==> src/rtl/ooo_addr_resolver.sv <==
module ooo_addr_resolver #(
  parameter int NQ        = 8,
  parameter int AW        = 48,
  parameter int PSNW      = 24,
  parameter int MSNW      = 24,
  parameter int PMTU_LOG2 = 12,
  localparam int QW       = (NQ > 1) ? $clog2(NQ) : 1
) (
  input  logic            clk,
  input  logic            rst_n,
  input  logic            arm_valid,
  input  logic [QW-1:0]   arm_qid,
  input  logic [PSNW-1:0] arm_psn,
  input  logic [AW-1:0]   arm_addr,
  input  logic            arm_known,
  input  logic            pkt_valid,
  input  logic [QW-1:0]   pkt_qid,
  input  logic [PSNW-1:0] pkt_psn,
  input  logic [1:0]      pkt_kind,
  input  logic [AW-1:0]   pkt_addr,
  output logic            wr_valid,
  output logic            wr_err,
  output logic [QW-1:0]   wr_qid,
  output logic [AW-1:0]   wr_addr,
  output logic            wr_last,
  output logic [MSNW-1:0] wr_msn,
  output logic [NQ-1:0]   learned
);

  logic [PSNW-1:0] spsn_q  [NQ];
  logic [AW-1:0]   start_q [NQ];
  logic [MSNW-1:0] msn_q   [NQ];

  logic            has_addr, is_last, known_now, ok;
  logic [PSNW-1:0] diff;
  logic [AW-1:0]   off, calc_addr, learn_addr;
  logic [MSNW-1:0] msn_now;

  assign has_addr   = pkt_kind[0];
  assign is_last    = pkt_kind[1];
  assign known_now  = learned[pkt_qid];
  assign ok         = known_now | has_addr;
  assign diff       = pkt_psn - spsn_q[pkt_qid];
  assign off        = AW'(diff) << PMTU_LOG2;
  assign calc_addr  = start_q[pkt_qid] + off;
  assign learn_addr = pkt_addr - off;
  assign msn_now    = msn_q[pkt_qid];

  always_ff @(posedge clk) begin
    if (!rst_n) begin
      wr_valid <= 1'b0;
      wr_err   <= 1'b0;
      wr_qid   <= '0;
      wr_addr  <= '0;
      wr_last  <= 1'b0;
      wr_msn   <= '0;
      learned  <= '0;
      for (int i = 0; i < NQ; i++) begin
        spsn_q[i]  <= '0;
        start_q[i] <= '0;
        msn_q[i]   <= '0;
      end
    end else begin
      wr_valid <= pkt_valid & ok;
      wr_err   <= pkt_valid & ~ok;
      if (pkt_valid) begin
        wr_qid  <= pkt_qid;
        wr_last <= is_last;
        wr_addr <= known_now ? calc_addr : pkt_addr;
        wr_msn  <= (ok && is_last) ? msn_now + 1'b1 : msn_now;
        if (ok) begin
          if (is_last) begin
            learned[pkt_qid] <= 1'b0;
            spsn_q[pkt_qid]  <= pkt_psn + 1'b1;
            msn_q[pkt_qid]   <= msn_now + 1'b1;
          end else if (!known_now) begin
            learned[pkt_qid] <= 1'b1;
            start_q[pkt_qid] <= learn_addr;
          end
        end
      end
      if (arm_valid) begin
        spsn_q[arm_qid]  <= arm_psn;
        learned[arm_qid] <= arm_known;
        if (arm_known) start_q[arm_qid] <= arm_addr;
      end
    end
  end

endmodule

==> config.mk <==
export PLATFORM = sky130hd
export DESIGN_NAME = ooo_addr_resolver
export DESIGN_NICKNAME = d
export VERILOG_FILES = /design/src/rtl/ooo_addr_resolver.sv
export SDC_FILE = /design/constraint.sdc
export NUM_CORES = 2
export LEC_CHECK = 0
export BUFFER_PORTS_ARGS = -buffer_cell sky130_fd_sc_hd__buf_2
export CAP_MARGIN = 20
export CORE_ASPECT_RATIO = 1.25
export CORE_MARGIN = 5
export CORE_UTILIZATION = 50
export CTS_CLUSTER_SIZE = 40
export DETAILED_ROUTE_END_ITERATION = 10
export GPL_TIMING_DRIVEN = 0
export MAX_ROUTING_LAYER = met4
export PLACE_DENSITY = 0.67
export SLEW_MARGIN = 10
export SYNTH_ARGS = -nofsm -noshare
export SYNTH_HDL_FRONTEND = slang
export SYNTH_SLANG_ARGS = --single-unit
export TNS_END_PERCENT = 30
==> constraint.sdc <==
create_clock -name clk -period 12.9 [get_ports clk]
set_input_delay 0.645 -clock clk [delete_from_list [all_inputs] [get_ports clk]]
set_output_delay 0.645 -clock clk [all_outputs]
set_load 0.01 [all_outputs]
# Word-level counts from Yosys, hierarchy flattened

Memories as Yosys holds them, arrays and structs flattened.
Cells that the tools add are included.

Flip-flop bits (word level): 86
RAM bits: 768
Input bits: 157
Output and inout bits: 86
Logic and storage cells: 83
Memories: 3

Add/subtract/negate cells: 5
Magnitude comparators: 4
Muxes and demuxes: 49
Bitwise operators: 7
Reduce and logical (&&, ||, !) cells: 8

Memory list:

| name    | depth | bits a word | read ports | clocked after Yosys merged registers in | wr ports | line | RTL |
|---|---|---|---|---|---|---|---|
| start_q | 8     | 48          | 1          | 0                                       | 8        | 31   | `logic [AW-1:0] start_q [NQ];` |
| msn_q   | 8     | 24          | 1          | 0                                       | 8        | 32   | `logic [MSNW-1:0] msn_q [NQ];` |
| spsn_q  | 8     | 24          | 1          | 0                                       | 8        | 30   | `logic [PSNW-1:0] spsn_q [NQ];` |

Operator list:

| operator                | number |
|---|---|
| $mux W48                | 3 |
| $mux W24                | 4 |
| $reduce_or A48 Y1       | 2 |
| $reduce_or A24 Y1       | 3 |
| $add A24 B1 Y24 const B | 2 |
| $add A48 B36 Y48        | 1 |
| $mux W8                 | 6 |
| $sub A48 B36 Y48        | 1 |
| $mux W1                 | 27 |
| $sub A24 B24 Y24        | 1 |
| $mux W3                 | 5 |
| $and A8 B8 Y8           | 1 |
| $bwmux W8               | 1 |
| $lt A3 B4 Y1 const B    | 2 |
| $not A8 Y8              | 1 |
| $or A8 B8 Y8            | 1 |
| $demux W1 S3            | 2 |
| $ge A3 B1 Y1 const B    | 2 |
| $bmux W1 S3             | 1 |
| $logic_and A1 B1 Y1     | 3 |
| $and A1 B1 Y1           | 2 |
| $not A1 Y1              | 1 |
| $or A1 B1 Y1            | 1 |

# Longest topological paths before layout

Depth after elaboration: 12
Depth in mapped cells: 37
Gate-level depth less buffers: 30

# Least setup slack after synthesis

OpenSTA, ideal clock, no wires.

Kind: input to register
Start point: in pkt_qid[1]
End point: mem start_q[0][40], data pin
Library setup time: 0.272 ns
Arrival time: 7.101 ns
Data required time: 12.628 ns
Path slack: 5.527 ns
Stages: 35
Path buffers: 9
Cell sequence: buf_4 > buf_6 > buf_6 > buf_4 > buf_6 > buf_6 > nor2_1 > clkbuf_1 > clkbuf_1 > clkbuf_1 > a22oi_1 > and3_1 > ha_1 > a21o_1 > a31oi_1 > and2_1 > o21ai_0 > and2_1 > o21ai_0 > nand2b_1 > xor2_1 > inv_1 > ha_1 > a21oi_1 > nor2_1 > a211o_1 > a41oi_1 > o21ai_0 > o31a_1 > a221oi_1 > o211ai_1 > a31oi_1 > o21ai_0 > xor2_1 > o21ai_0

RTL lines:

| element     | line | RTL |
|---|---|---|
| from (decl) | 17   | `input logic [QW-1:0] pkt_qid,` |
| to (decl)   | 31   |  |

==> flow_metrics.py <==
metrics = {
    "critical_path": {
        "critical_path_arrival_ns": 11.95,
        "cp-end-kind": "register",
        "crit_path_start_kind": "input pin",
        "cpMostUsedCell": "o21ai_0",
        "critPathKind": "input pin to register",
        "r2r_slack_ns": 4.87,
        "slowest_stage": "clkbuf_1",
        "max_stage_delay_ns": 0.77,
        "crit_fanout": 10,
        "required_ns": 13.28,
    },
    "sta": {
        "finalHoldViolations": 0,
        "fin_crit_sh_pct": 89.7,
        "finalCriticalPeriod_ns": 11.58,
        "worst_pin_slew_ns": 1.36,
        "tns_ns": 0,
        "finClkSkew_ns": 0.0282,
        "rsz0062_at_grt": "no",
        "setup_viol": 0,
        "fmax_ghz": 0.0864,
        "slew_headroom_pct": 8.70,
        "maxSlewViolCount": 0,
        "hold_slack_ns": 0.249,
    },
    "hold_path": {
        "min_path_type": "input pin to register",
    },
    "place": {
        "dp_hpwl_mm": 126,
        "place_congestion": 0.984,
        "io_buffers": 155,
        "place_inst": 5354,
    },
    "yosys": {
        "synthTopCellsByArea": "edfxtp_1 (53%), a22o_1 (6.4%), o21ai_0 (4.4%), nand2_1 (4.3%), dfxtp_1 (3.9%)",
        "syn-cell-area_um2": 43900,
        "yosysTopAreaCellShare_pct": 52.5,
        "synth_top_area_cell": "edfxtp_1",
        "async_reset_ff_share_pct": 0,
        "netlist_instances": 3998,
        "ys_warn_count": 0,
        "syn_avg_cell_area_um2": 11.0,
        "synth_nets": 4222,
        "ys_types": 98,
        "ys.flop_type": "edfxtp_1",
        "synth-seq-cells": 854,
        "synth-edff-count": 768,
        "synth-seq-area-share_pct": 56.4,
    },
    "clocking": {
        "clk_latency_ns": 0.69,
        "htree_levels": 3,
        "cts_resized": 0,
        "cts_tree": "done",
        "cts_hold_buf": 0,
        "cts_buffer_depth": 3,
        "numClockSinks": 854,
        "cts_buffers": 87,
        "clk_pin_slew_ns": 0.06,
        "cts_setup_buffers": 0,
        "root_buffer": "clkbuf_16",
    },
    "route": {
        "drt_first_pass_iters": 9,
        "drt_iter0_markers": 6629,
        "viasPerCell": 6.81,
        "wl_mm": 181,
        "vias": 37800,
        "ant_nets": 0,
        "wl_per_cell_um": 32.6,
        "remaining_drc_errors": 0,
    },
    "floorplanning": {
        "die_h_um": 341,
        "die_area_um2": 93900,
        "rows": 121,
        "dieWidth_um": 275,
        "start_util_pct": 50.4,
        "core_um2": 87200,
        "top_level_ports": 243,
    },
    "global_routing": {
        "grt_usage_pct": 38.4,
        "grt_pass1_vias": 35800,
        "grt_pass1_wl_mm": 254,
        "grt_max_degree": 40,
        "gr-total-overflow": 0,
        "antenna_found_initial": 32,
    },
    "finish": {
        "nNetsFinal": 4501,
        "syn_to_final_growth_pct": 14.0,
        "final_cells": 5547,
        "layout-drive-gt1-share_pct": 11.3,
    },
    "job": {
        "maxCapViolCount": 0,
    },
    "power": {
        "total_power_w": 0.00736,
        "ir_drop_v": 0.0000925,
        "powerDensity_nw_per_um2": 147,
        "p_leak_nw": 17.8,
    },
    "run_status": {
        "status": "complete, no violations",
    },
}
==> synthesized netlist by cell type, drive strengths merged (12+ instances only) <==
master  instances
buf           143
nand3          61
and2           26
nand2         504
inv            51
a22o          321
nand2b         29
mux4           17
o22ai          97
a21oi         127
mux2i          39
a21o           25
o211ai         34
nor2          333
mux2           30
nor2b          20
clkbuf        214
a221oi         66
edfxtp        768
xor2           65
nor4           20
a211oi         21
nand4          29
nor3           28
ha             64
a22oi         105
dfxtp          86
and3           45
o21ai         394
xnor2          69
a31oi          12
==> state kept, by name, indices dropped and copies added, names as in the netlist <==
name      count
start_q     384
msn_q       192
spsn_q      192
wr_addr      48
wr_msn       24
learned       8
wr_qid        3
wr_err        1
wr_last       1
wr_valid      1
==> cell usage in the layout, fill, tap and decap left out, types with 12 or more instances in the layout <==
| cell | instances |
|---|---|
| a211oi_1 | 21 |
| a21o_1 | 25 |
| a21oi_1 | 126 |
| a221oi_1 | 64 |
| a22o_1 | 321 |
| a22oi_1 | 105 |
| a31oi_1 | 12 |
| and2_1 | 26 |
| and3_1 | 45 |
| buf_1 | 87 |
| buf_16 | 13 |
| buf_2 | 186 |
| buf_4 | 13 |
| buf_6 | 16 |
| clkbuf_1 | 231 |
| clkbuf_16 | 90 |
| clkinv_1 | 16 |
| clkinv_2 | 12 |
| dfxtp_1 | 86 |
| diode_2 | 31 |
| edfxtp_1 | 768 |
| ha_1 | 64 |
| inv_1 | 49 |
| mux2_2 | 28 |
| mux2i_1 | 39 |
| mux4_2 | 17 |
| nand2_1 | 504 |
| nand2b_1 | 21 |
| nand3_1 | 52 |
| nand4_1 | 29 |
| nor2_1 | 327 |
| nor2b_1 | 20 |
| nor3_1 | 23 |
| nor4_1 | 20 |
| o211ai_1 | 30 |
| o21ai_0 | 381 |
| o22ai_1 | 93 |
| xnor2_1 | 66 |
| xor2_1 | 64 |
==> stage by stage <==
stage / instance area [µm²] / setup WS, ns / utilization, %
floorplan: 43900 / 5.53 / -
global placement: 46200 / 1.06 / 52.9
detailed placement: 47100 / 1.03 / 54.0
CTS: 50000 / 1.76 / 57.3
global route: 50100 / 1.25 / 57.4
finish: 50100 / 1.32 / 57.4
==> routing by layer <==
| metal | vias to the layer above | share of wire [%] | GRT usage, % |
|---|---|---|---|
| met3 | 682 | 14 | 9.13 |
| met4 | 0 | 7.6 | 23.6 |
| met2 | 3158 | 45 | 57.5 |
| li1 | 15800 | - | - |
| met1 | 18200 | 34 | 47.3 |
| met5 | - | 0 | - |
==> logic make-up (layout without fill, tap and decap cells) <==
logic type,count (synthesis),after routing,synth area share (%)
AOI/OAI and AO/OA,1305,1305,20.7
and+or+nand+nor,1135,1135,11.5
DFF,854,854,56.4
buffers and inverters,409,759,3.95
xor gates and xnor gates,134,134,2.79
muxes,86,86,2.53
adders and majority gates,75,75,2.14
other,0,31,0
==> critical path: cells and delay by family <==
| family | cells | cell delay (ns) |
|---|---|---|
| and+or+nand+nor | 8 | 2.05 |
| adders and majority gates | 2 | 0.73 |
| AOI/OAI and AO/OA | 14 | 3.77 |
| buffers and inverters | 8 | 3.37 |
| xor gates and xnor gates | 2 | 1.31 |
==> cell type report <==
type / count / area, µm²
buffer: 357 / 1550
tap: 1168 / 1460
fill: 7496 / 37100
clock inverter: 42 / 502
clock buffer: 118 / 2430
inverter: 52 / 195
antenna: 31 / 77.6
multi-input combinational: 2735 / 17600
sequential: 854 / 24800
timing repair buffer: 190 / 1480
==> path summary, 6_finish.rpt <==
| check | endpoint | depth (start not counted) | startpoint |
|---|---|---|---|
| worst max-delay path | start_q[4][46] | 34 | pkt_qid[2] |
| worst min register to register | wr_addr[34] | 2 | wr_addr[34] |
| worst max register to register | start_q[4][46] | 26 | spsn_q[1][1] |
| worst min-delay path | wr_addr[12] | 3 | pkt_addr[12] |
==> where the power goes <==
group | internal [W] | total (W) | switching [W] | leakage, nW
clock | 0.00153 | 0.00266 | 0.00114 | 1.44
sequential | 0.00315 | 0.00319 | 0.0000476 | 8.59
combinational | 0.000445 | 0.00150 | 0.00106 | 7.76
Note: power is estimated with default switching activity, not from simulation.
